==> src/rtl/apar_pkg.sv <==
package apar_pkg;
  typedef enum logic [1:0] {
    ROUTE_NONE = 2'd0,
    ROUTE_MCHK = 2'd1,
    ROUTE_STOP = 2'd2
  } apar_route_e;
endpackage

==> src/rtl/apar_gen.sv <==
module apar_gen #(
  parameter int ADDR_W = 32,
  parameter int LANE_W = 8,
  localparam int LANES = ADDR_W / LANE_W
) (
  input  logic [ADDR_W-1:0] addr,
  output logic [LANES-1:0]  parity
);
  // lane 0 is the most significant byte
  for (genvar g = 0; g < LANES; g++) begin : g_lane
    assign parity[g] = ~^addr[ADDR_W-1-g*LANE_W -: LANE_W];
  end
endmodule

==> src/rtl/apar_capture.sv <==
module apar_capture #(
  parameter int ADDR_W = 32,
  parameter int LANES  = 4
) (
  input  logic              clk,
  input  logic              rst_n,
  input  logic              qualify,
  input  logic [ADDR_W-1:0] addr_in,
  input  logic [LANES-1:0]  par_in,
  input  logic              chk_en,
  input  logic              mce_en,
  output logic              q_vld,
  output logic [ADDR_W-1:0] q_addr,
  output logic [LANES-1:0]  q_par,
  output logic              q_chk,
  output logic              q_mce
);
  always_ff @(posedge clk or negedge rst_n) begin
    if (!rst_n) begin
      q_vld  <= 1'b0;
      q_addr <= '0;
      q_par  <= '0;
      q_chk  <= 1'b0;
      q_mce  <= 1'b0;
    end else begin
      q_vld <= qualify;
      if (qualify) begin
        q_addr <= addr_in;
        q_par  <= par_in;
        q_chk  <= chk_en;
        q_mce  <= mce_en;
      end
    end
  end

  assert_capture_needs_qual_R3: assert property (@(posedge clk) disable iff (!rst_n)
    q_vld |-> $past(qualify));
endmodule

==> src/rtl/apar_route.sv <==
module apar_route
  import apar_pkg::*;
(
  input  logic clk,
  input  logic rst_n,
  input  logic q_vld,
  input  logic q_chk,
  input  logic q_mce,
  input  logic mismatch,
  output logic err_pulse,
  output logic mchk_req,
  output logic checkstop
);
  apar_route_e route;

  always_comb begin
    err_pulse = q_vld && q_chk && mismatch;
    route     = ROUTE_NONE;
    if (err_pulse) route = q_mce ? ROUTE_MCHK : ROUTE_STOP;
    mchk_req  = (route == ROUTE_MCHK) && !checkstop;
  end

  always_ff @(posedge clk or negedge rst_n) begin
    if (!rst_n)                   checkstop <= 1'b0;
    else if (route == ROUTE_STOP) checkstop <= 1'b1;
  end

  assert_chkstop_sticky_R7: assert property (@(posedge clk) disable iff (!rst_n)
    checkstop |=> checkstop);
  assert_chkstop_cause_R7: assert property (@(posedge clk) disable iff (!rst_n)
    $rose(checkstop) |-> $past(err_pulse && !q_mce));
  assert_mchk_blocked_R8: assert property (@(posedge clk) disable iff (!rst_n)
    mchk_req |-> (err_pulse && !checkstop));
endmodule

==> src/rtl/apar_unit.sv <==
module apar_unit #(
  parameter int ADDR_W = 32,
  parameter int LANE_W = 8,
  localparam int LANES = ADDR_W / LANE_W
) (
  input  logic              clk,
  input  logic              rst_n,
  input  logic [ADDR_W-1:0] addr,
  input  logic              bus_owner,
  input  logic              xfer_start,
  input  logic              global_snoop,
  input  logic [LANES-1:0]  par_in,
  input  logic              chk_en,
  input  logic              mce_en,
  output logic [LANES-1:0]  par_out,
  output logic              par_oe,
  output logic              err_pulse,
  output logic              mchk_req,
  output logic              checkstop
);
  logic [LANES-1:0]  gen_par;
  logic [LANES-1:0]  exp_par;
  logic              qualify;
  logic              q_vld, q_chk, q_mce;
  logic [ADDR_W-1:0] q_addr;
  logic [LANES-1:0]  q_par;

  apar_gen #(.ADDR_W(ADDR_W), .LANE_W(LANE_W)) i_gen_out (.addr(addr), .parity(gen_par));

  assign par_oe  = bus_owner && xfer_start;
  assign par_out = par_oe ? gen_par : '0;
  assign qualify = !bus_owner && xfer_start && global_snoop;

  apar_capture #(.ADDR_W(ADDR_W), .LANES(LANES)) i_cap (
    .clk(clk), .rst_n(rst_n), .qualify(qualify), .addr_in(addr), .par_in(par_in),
    .chk_en(chk_en), .mce_en(mce_en), .q_vld(q_vld), .q_addr(q_addr), .q_par(q_par),
    .q_chk(q_chk), .q_mce(q_mce));

  apar_gen #(.ADDR_W(ADDR_W), .LANE_W(LANE_W)) i_gen_chk (.addr(q_addr), .parity(exp_par));

  apar_route i_route (
    .clk(clk), .rst_n(rst_n), .q_vld(q_vld), .q_chk(q_chk), .q_mce(q_mce),
    .mismatch(|(exp_par ^ q_par)), .err_pulse(err_pulse), .mchk_req(mchk_req),
    .checkstop(checkstop));

  assert_quiet_when_off_R2: assert property (@(posedge clk) disable iff (!rst_n)
    !par_oe |-> (par_out == '0));
  assert_err_after_snoop_R3: assert property (@(posedge clk) disable iff (!rst_n)
    err_pulse |-> $past(!bus_owner && xfer_start && global_snoop));
  assert_err_needs_enable_R4: assert property (@(posedge clk) disable iff (!rst_n)
    err_pulse |-> $past(chk_en));
  assert_mchk_needs_mce_R6: assert property (@(posedge clk) disable iff (!rst_n)
    mchk_req |-> $past(mce_en));
endmodule

==> config.mk <==
export PLATFORM = sky130hd
export DESIGN_NAME = apar_unit
export DESIGN_NICKNAME = d
export VERILOG_FILES = /design/src/rtl/apar_pkg.sv /design/src/rtl/apar_gen.sv /design/src/rtl/apar_capture.sv /design/src/rtl/apar_route.sv /design/src/rtl/apar_unit.sv
export SDC_FILE = /design/constraint.sdc
export NUM_CORES = 1
export LEC_CHECK = 0
export ABC_AREA = 1
export BUFFER_PORTS_ARGS = -buffer_cell sky130_fd_sc_hd__clkbuf_2
export CORE_MARGIN = 4
export CORE_UTILIZATION = 30
export DETAILED_ROUTE_END_ITERATION = 8
export PLACE_DENSITY_LB_ADDON = 0.05
export SLEW_MARGIN = 20
export SYNTH_ARGS = -nofsm -noshare
export SYNTH_HDL_FRONTEND = slang
export SYNTH_SLANG_ARGS = --single-unit
==> constraint.sdc <==
create_clock -name clk -period 1.6 [get_ports clk]
set_input_delay 0.16 -clock clk [delete_from_list [all_inputs] [get_ports clk]]
set_output_delay 0.16 -clock clk [all_outputs]
set_load 0.05 [all_outputs]
======== After elaboration in Yosys (flattened, before gate mapping) ========
Cells that the tools add are included.
W data, S select, Z words.
storage, ports and cells
  output and inout port bits .............. 8
  register bits ........................... 40
  input bits .............................. 43
cells by class
  reduce and logical (&&, ||, !) cells .... 17
  eq/ne operators ......................... 2
  bitwise gates (word level) .............. 1
  muxes and demuxes ....................... 3
operator list
  operator              number
  $reduce_xnor A8 Y1    8
  $logic_and A1 B1 Y1   6
  $mux W2               2
  $mux W4               1
  $reduce_or A4 Y1      1
  $xor A4 B4 Y4         1
  $eq A2 B1 Y1 const B  1
  $eq A2 B2 Y1 const B  1
  $logic_not A1 Y1      2

======== Depth between registers and ports, before layout ========
Gate-level depths: netlist of run 1.
  word-level depth ........................ 7
  gate-level depth with buffers ........... 14
  depth with buffers taken out ............ 14

======== Hierarchy ========
From an unflattened synthesis of run 1, not the netlist that was laid out.
unflattened totals
  cells, all modules ...................... 502
  area total of the unflattened synthesis .. 2836.5 um2
modules (own cells, without submodules)
  module        seq. area each (um2)  instances  cells each  area an instance (um2)
  apar_capture  975.9                 1          162         1477.7
  apar_gen      0.0                   2          148         580.6
  apar_unit     0.0                   1          35          131.4
  apar_route    25.0                  1          9           66.3

======== Worst setup path before layout of run 1 ========
OpenSTA, ideal clock, no wires.
  kind .................................... input to output
  start ................................... input port bus_owner
  end ..................................... output port par_out[0]
  path buffers ............................ 0
  slack ................................... -0.051 ns
  data required time ...................... 1.440 ns
  data arrival time ....................... 1.491 ns
  stages .................................. 4
  path through ............................ nand2_1 inv_1 o21ai_0 a21oi_1
on the way
  word-level cells in the longest chain between the ends .. 2
RTL lines
  item                 line             text
  start: declaration   apar_unit.sv:9   input logic bus_owner,
  $logic_and A1 B1 Y1  apar_unit.sv:30  assign par_oe = bus_owner && xfer_start;
  via par_oe           apar_unit.sv:16  output logic par_oe,
  $mux W4              apar_unit.sv:31  assign par_out = par_oe ? gen_par : '0;
  end: declaration     apar_unit.sv:15  output logic [LANES-1:0] par_out,
The timed path passes the listed nets, and every way through them passes these cells.

======== Worst setup path after layout of run 1 ========
  start ................................... register i_cap.q_addr[30]
  end ..................................... output port mchk_req
on the way
  word-level cells in the longest chain between the ends .. 7
RTL lines
  item                      line                text
  start: declaration        apar_capture.sv:13  output logic [ADDR_W-1:0] q_addr,
  start signal: assignment  apar_capture.sv:28  q_addr <= addr_in;
  $reduce_xnor A8 Y1        apar_gen.sv:11      assign parity[g] = ~^addr[ADDR_W-1-g*LANE_W -: LANE_W];
  $xor A4 B4 Y4             apar_unit.sv:43     .mismatch(|(exp_par ^ q_par)), .err_pulse(err_pulse), .mchk_req(mchk_req),
  $reduce_or A4 Y1          apar_unit.sv:43
  $logic_and A1 B1 Y1       apar_route.sv:17    err_pulse = q_vld && q_chk && mismatch;
  $mux W2                   apar_route.sv:19    if (err_pulse) route = q_mce ? ROUTE_MCHK : ROUTE_STOP;
  $eq A2 B1 Y1              apar_route.sv:20    mchk_req = (route == ROUTE_MCHK) && !checkstop;
  $logic_and A1 B1 Y1       apar_route.sv:20
  end: declaration          apar_unit.sv:18     output logic mchk_req,
Every way passes these cells.

==> results.toml, run 1 <==
[timing]
fmax_mhz = 534
relSlewSlack_pct = 72.7
max_slew.worst_pin.slew_ns = 0.409
fin_ws_ns = -0.272
rsz0062_at_grt = "true"
fin_crit_ns = 1.87
period_share_pct = 117
whs_ns = 0.0786
clock-skew-final_ns = 0.00675
hold_viol_final = 0
maxSlewViolCount = 0
finalSetupViolations = 2

[floorplan]
die_area_um2 = 9160
core_um2 = 7370
initial_core_util_pct = 31.3
rows = 31
num_io_pins = 51
die_h_um = 95.7
die_width_um = 95.7

[finish]
area_growth_pct = 29.4
final_cell_mix = "nand2_1 (142), clkbuf_2 (48), dfrtp_1 (40)"
diodes = 0
stdcell_count = 487
fillers = 834
final_common_cell = "nand2_1"
drive_gt1_share_pct = 27.6
final_nets = 430
utilization_pct = 40.5

[cts]
cts_buffer_depth = 2
clkSinkCount = 40
cts_buffers = 5
path_clk_slew_ns = 0.08
htreeDepth = 2
cts-root-buf = "clkbuf_8"
cts_tree = "yes"
clk_latency_ns = 0.29

[yosys]
synth-simple-area-share_pct = 30.3
seq_area_frac_synth_pct = 43.4
synthAdderAreaFrac_pct = 0
syn-cell-area_um2 = 2310
avgSynthCellArea_um2 = 7.19
synth.area.mux_share_pct = 0
yosys_warnings = 0
synth-xor-area-share_pct = 11.8
synth_cell_types = 16
synth-compound-area-share_pct = 6.72
synth_seq_cells = 40
synth_cells = 321
synth_fp_nets = 364
synth_top_family_by_area = "simple AND/OR/NAND/NOR gates"

[placement]
routabilityCongestion = 0.682
dp_hpwl_um = 3880
post-place-ws_ns = -0.0721
dp_cells = 475
portBuffers = 50

[pwr]
ir_worst_vdd_uv = 299
leakagePower_nw = 1.60
power_density_nw_per_um2 = 1070
fin_total_pwr_mw = 3.19

[routing]
drt-total-wl_um = 5040
vias = 2059
ant_nets = 0
viasPerCell = 4.23
wire_per_inst_um = 10.4
drtPass1Iterations = 4
route.detailed.drc = 0
drt_iter0_markers = 28

[critical_path]
crit_arrival_ns = 1.71
cp.required_ns = 1.44
reg2reg_depth = 13
endpoint_kind = "output pin"
startpoint_type = "flip-flop"
worstPathMaxFanout = 3
criticalPathCategory = "flip-flop to output pin"

[global_routing]
grt_max_degree = 32
grt_pass1_wl_um = 8820
grt_util_all_layers_pct = 12.6
antenna_found_initial = 0
grt_overflow_total = 0
grt_pass1_vias = 1981

[outcome]
violations = "setup timing"
status = "complete, but fails checks"

[run]
drv_cap = 0

[min_path]
whs_path_depth = 3
hold_path_class = "primary input to flip-flop"
kinds of logic after synthesis:
kind of cell              after synthesis
AOI/OAI and AO/OA                      31
buffers and inverters                  47
and+or+nand+nor                       172
DFF                                    40
xor gates and xnor gates               31
timing repair:
action                                  CTS  global route
endpoints found under the hold margin    13             0
resized for setup                        12             9
hold buffers                              1             0
buffers inserted                          1             2
pin swaps                                 0             3
endpoints found under the setup margin    2             2
cell usage after synthesis, drive strengths merged:
library cell,number,share of area [%]
nand3,13,3.3
nand3b,1,0.33
inv,40,6.5
clkbuf,3,0.49
buf,4,0.87
nor2,5,1.1
dfrtp,40,43
o21ai,27,5.9
xnor2,26,9.9
a21oi,4,0.87
nand2,153,26
xor2,5,1.9
flip-flops by register name, summed over array words and instances, names as in the netlist:
signal and cells:
i_cap.q_chk 1, i_cap.q_mce 1, i_cap.q_vld 1, i_cap.q_addr 32, i_cap.q_par 4, i_route.checkstop 1
report_power, final:
| group | switching (mW) | internal (mW) | total [mW] |
|---|---|---|---|
| Sequential | 0.127 | 1.18 | 1.31 |
| Combinational | 0.682 | 0.496 | 1.18 |
| Clock | 0.356 | 0.345 | 0.700 |
cell type report:
cell class / instances / area (um^2) / area share (%)
Inverter: 40 / 150 / 5.03
Clock buffer: 6 / 82.6 / 2.77
Multi-Input combinational cell: 234 / 1190 / 39.8
Timing Repair Buffer: 66 / 430 / 14.4
Sequential cell: 40 / 1000 / 33.5
Clock inverter: 2 / 10.0 / 0.335
Tap cell: 99 / 124 / 4.15
metrics by stage:
stage	area, um^2	setup TNS [ns]
after floorplan	2330	0
after global placement	2800	-0.0810
after detailed placement	2800	-0.116
after CTS	2950	-0.574
after global routing	2990	-0.852
final	2990	-0.542
path summary, 6_finish.rpt:
check	from	end	slack, ns
worst min-delay path	par_in[3]	i_cap.q_par[3]	0.08
worst max-delay path	i_cap.q_addr[30]	mchk_req	-0.27
worst max register to register	i_cap.q_addr[30]	i_route.checkstop	0.12
min in group asynchronous	rst_n	i_cap.q_addr[22]	0.32
max in group asynchronous	rst_n	i_cap.q_par[2]	0.80
worst min register to register	i_cap.q_chk	i_cap.q_chk	0.47
metal layers:
layer  share of wire [%]  track usage [%]
met1                  49             16.3
met2                  46             20.5
met3                 4.3             2.81
met4                 1.0             4.62
met5                   0                0
critical path, cell delays in order (launching register included):
cell	delay, ns
dfrtp_1	0.41
nor2_1	0.14
inv_1	0.06
nand2_2	0.06
nand2_2	0.06
nand2_2	0.06
nand2_2	0.05
nand2_2	0.05
nand2_1	0.04
nand2_1	0.07
nor2_2	0.04
nand2_2	0.09
nand2_4	0.06
nor2_4	0.09
buf_8	0.15
Power figures use the tool's default switching activity.
==> run 2, diff against run 1 <==
--- a/config.mk
+++ b/config.mk
@@ -14,4 +14,5 @@
 export SLEW_MARGIN = 20
 export SYNTH_ARGS = -nofsm -noshare
 export SYNTH_HDL_FRONTEND = slang
+export SYNTH_HIERARCHICAL = 1
 export SYNTH_SLANG_ARGS = --single-unit
==> results.toml, run 2 <==
[run]
drv_cap = 0

[pwr]
seq_power_share_pct = 42.3
ir_worst_vdd_uv = 311
p_clk_share_pct = 21.2
swShare_pct = 38.4
fin_total_pwr_mw = 3.14
power_density_nw_per_um2 = 922
p_sw_mw = 1.20
p_int_mw = 1.93
leakagePower_nw = 2.24
p_comb_share_pct = 36.4

[yosys]
synth-edff-count = 0
synth_top_area_share_pct = 42.7
synth_cell_types = 13
avgSynthCellArea_um2 = 5.65
synthFlopType = "dfrtp_1"
synth_seq_cells = 40
synthTopCellsByCount = "nand2_1 (323), inv_1 (88), dfrtp_1 (40)"
synth_cells = 502
seq_area_frac_synth_pct = 35.3
post-synth-top-area-cell = "nand2_1"
yosys-top-cells-area = "nand2_1 (43%), dfrtp_1 (35%), inv_1 (12%), nor2_1 (3.0%), xnor2_1 (2.5%)"
yosys_warnings = 6
synth_fp_nets = 545
async_reset_ff_share_pct = 100
synth.most_common_cell = "nand2_1"
syn-cell-area_um2 = 2840

[finish]
largest_reg_flops = 32
stdcell_count = 691
final_cell_mix = "nand2_1 (316), inv_1 (82), clkbuf_2 (48)"
top_register = "i_cap/q_addr"
final_nets = 604
final_common_cell = "nand2_1"
reg_top3 = "i_cap/q_addr x32, i_cap/q_par x4"
diodes = 0
drive_gt1_share_pct = 14.9
area_growth_pct = 19.9

[floorplan]
die_width_um = 105
die_h_um = 105
die_area_um2 = 11100
core_um2 = 9240
num_io_pins = 51
rows = 35
initial_core_util_pct = 30.7

[timing]
fin_crit_ns = 2.03
finalSetupViolations = 2
fmax_mhz = 492
period_share_pct = 127
fin_ws_ns = -0.431
fin_setup_tns_ns = -0.822
clock-skew-final_ns = 0.00900
max_slew.worst_pin.slew_ns = 0.658
relSlewSlack_pct = 56.0
rsz0062_at_grt = "true"
maxSlewViolCount = 0
hold_viol_final = 0

[cts]
clk_latency_ns = 0.29
cts_buffer_depth = 2
clkSinkCount = 40
path_clk_slew_ns = 0.08
cts_buffers = 5
cts-root-buf = "clkbuf_8"
htreeDepth = 2
cts_tree = "yes"

[outcome]
status = "complete, but fails checks"
violations = "setup timing"

[routing]
drtPass1Iterations = 4
drt_iter0_markers = 84
drt-total-wl_um = 5820
vias = 2748
route.detailed.drc = 0
viasPerCell = 3.98
ant_nets = 0
wire_per_inst_um = 8.42

[global_routing]
grt_pass1_wl_um = 10300
grt_max_degree = 39
grt_overflow_total = 0
grt_pass1_vias = 2417
grt_util_all_layers_pct = 11.1
antenna_found_initial = 0

[placement]
dp_cells = 677
portBuffers = 50
routabilityCongestion = 0.649
dp_hpwl_um = 4580
post-place-ws_ns = -0.191

[critical_path]
endpoint_kind = "output pin"
startpoint_type = "flip-flop"
criticalPathCategory = "flip-flop to output pin"
crit_arrival_ns = 1.87
worstPathMaxFanout = 4
cp.required_ns = 1.44

[min_path]
hold_path_class = "primary input to flip-flop"
-- run 2: cell types whose count changed after synthesis, moves of 5 or more --
cell     previous run  this run
inv_1              35        88
nand2_1           147       323
nand2_2             6         0
nor2_1              2        23
o21ai_0            27         0
xnor2_1            26         8
xor2_1              5         0
-- run 2: layout make-up --
type	instances	area [um^2]
Tap cell	129	161
Sequential cell	40	1000
Clock inverter	2	16.3
Clock buffer	6	72.6
Timing Repair Buffer	60	353
Multi-Input combinational cell	365	1460
Inverter	89	334
Fill cell	1058	5840
-- run 2: path summary, 6_finish.rpt --
check / startpoint / end / slack [ns] / cells after the start
min in group asynchronous: rst_n / i_cap/q_addr[17] / 0.38 / 2
max reg2reg: i_cap/q_addr[13] / i_route/checkstop / 0.14 / 14
max in group asynchronous: rst_n / i_cap/q_addr[9] / 0.61 / 3
min: mce_en / i_cap/q_mce / 0.06 / 3
max: i_cap/q_addr[6] / mchk_req / -0.43 / 16
min reg2reg: i_route/checkstop / i_route/checkstop / 0.50 / 2
-- run 2: worst max-delay path, stage by stage, from the launching register on --
cell and delay (ns):
dfrtp_1 0.41, inv_1 0.08, nand2_1 0.05, nand2_1 0.05, nand2_1 0.05, nand2_1 0.08, inv_1 0.04, nand2_1 0.05
nand2_1 0.06, inv_1 0.05, nand2_1 0.04, nand2_1 0.06, nor2_1 0.04, nand2_1 0.11, nand3_2 0.12, nor2_4 0.14
buf_12 0.14
-- run 2: timing repair --
item | 4_1_cts | 5_1_grt
hold endpoints to repair | 19 | 0
pin swaps | 0 | 12
cloned | 0 | 0
setup buffers | 0 | 5
hold buffers | 1 | 0
setup endpoints to repair | 2 | 3
resized for setup | 2 | 15
-- run 2: logic make-up (layout without fill, tap and decap cells) --
kind of cell	Yosys count	count (layout)	share of synthesized area [%]
and+or+nand+nor	357	357	48.0
DFF	40	40	35.3
xor gates and xnor gates	8	8	2.47
buffers and inverters	97	157	14.2
-- run 2: power by group through the flow --
stage / Combinational (mW) / Sequential [mW] / Clock [mW]
floorplan: 0.800 / 1.36 / 0
global route: 1.37 / 1.36 / 0.736
finish: 1.14 / 1.33 / 0.666
CTS: 1.10 / 1.33 / 0.702
global placement: 1.07 / 1.34 / 0
detailed placement: 1.09 / 1.35 / 0
-- run 2: per-layer routing --
metal  global-route usage (%)  vias up  part of all wire, %
li1                         -     1549                    -
met1                     14.2     1149                   49
met2                     18.6       43                   45
met3                     2.02        7                  4.1
met4                     4.22        0                  1.7
met5                        0        -                    0
-- run 2: per-stage QoR --
stage	instance area, um^2	hold WS, ns	util (%)
2_1_floorplan	2840	-0.136	-
3_3_place_gp	3230	0.191	35.0
3_5_place_dp	3230	0.185	35.0
4_1_cts	3340	0.0558	36.1
5_1_grt	3400	0.0678	36.8
6_report	3400	0.0643	36.8
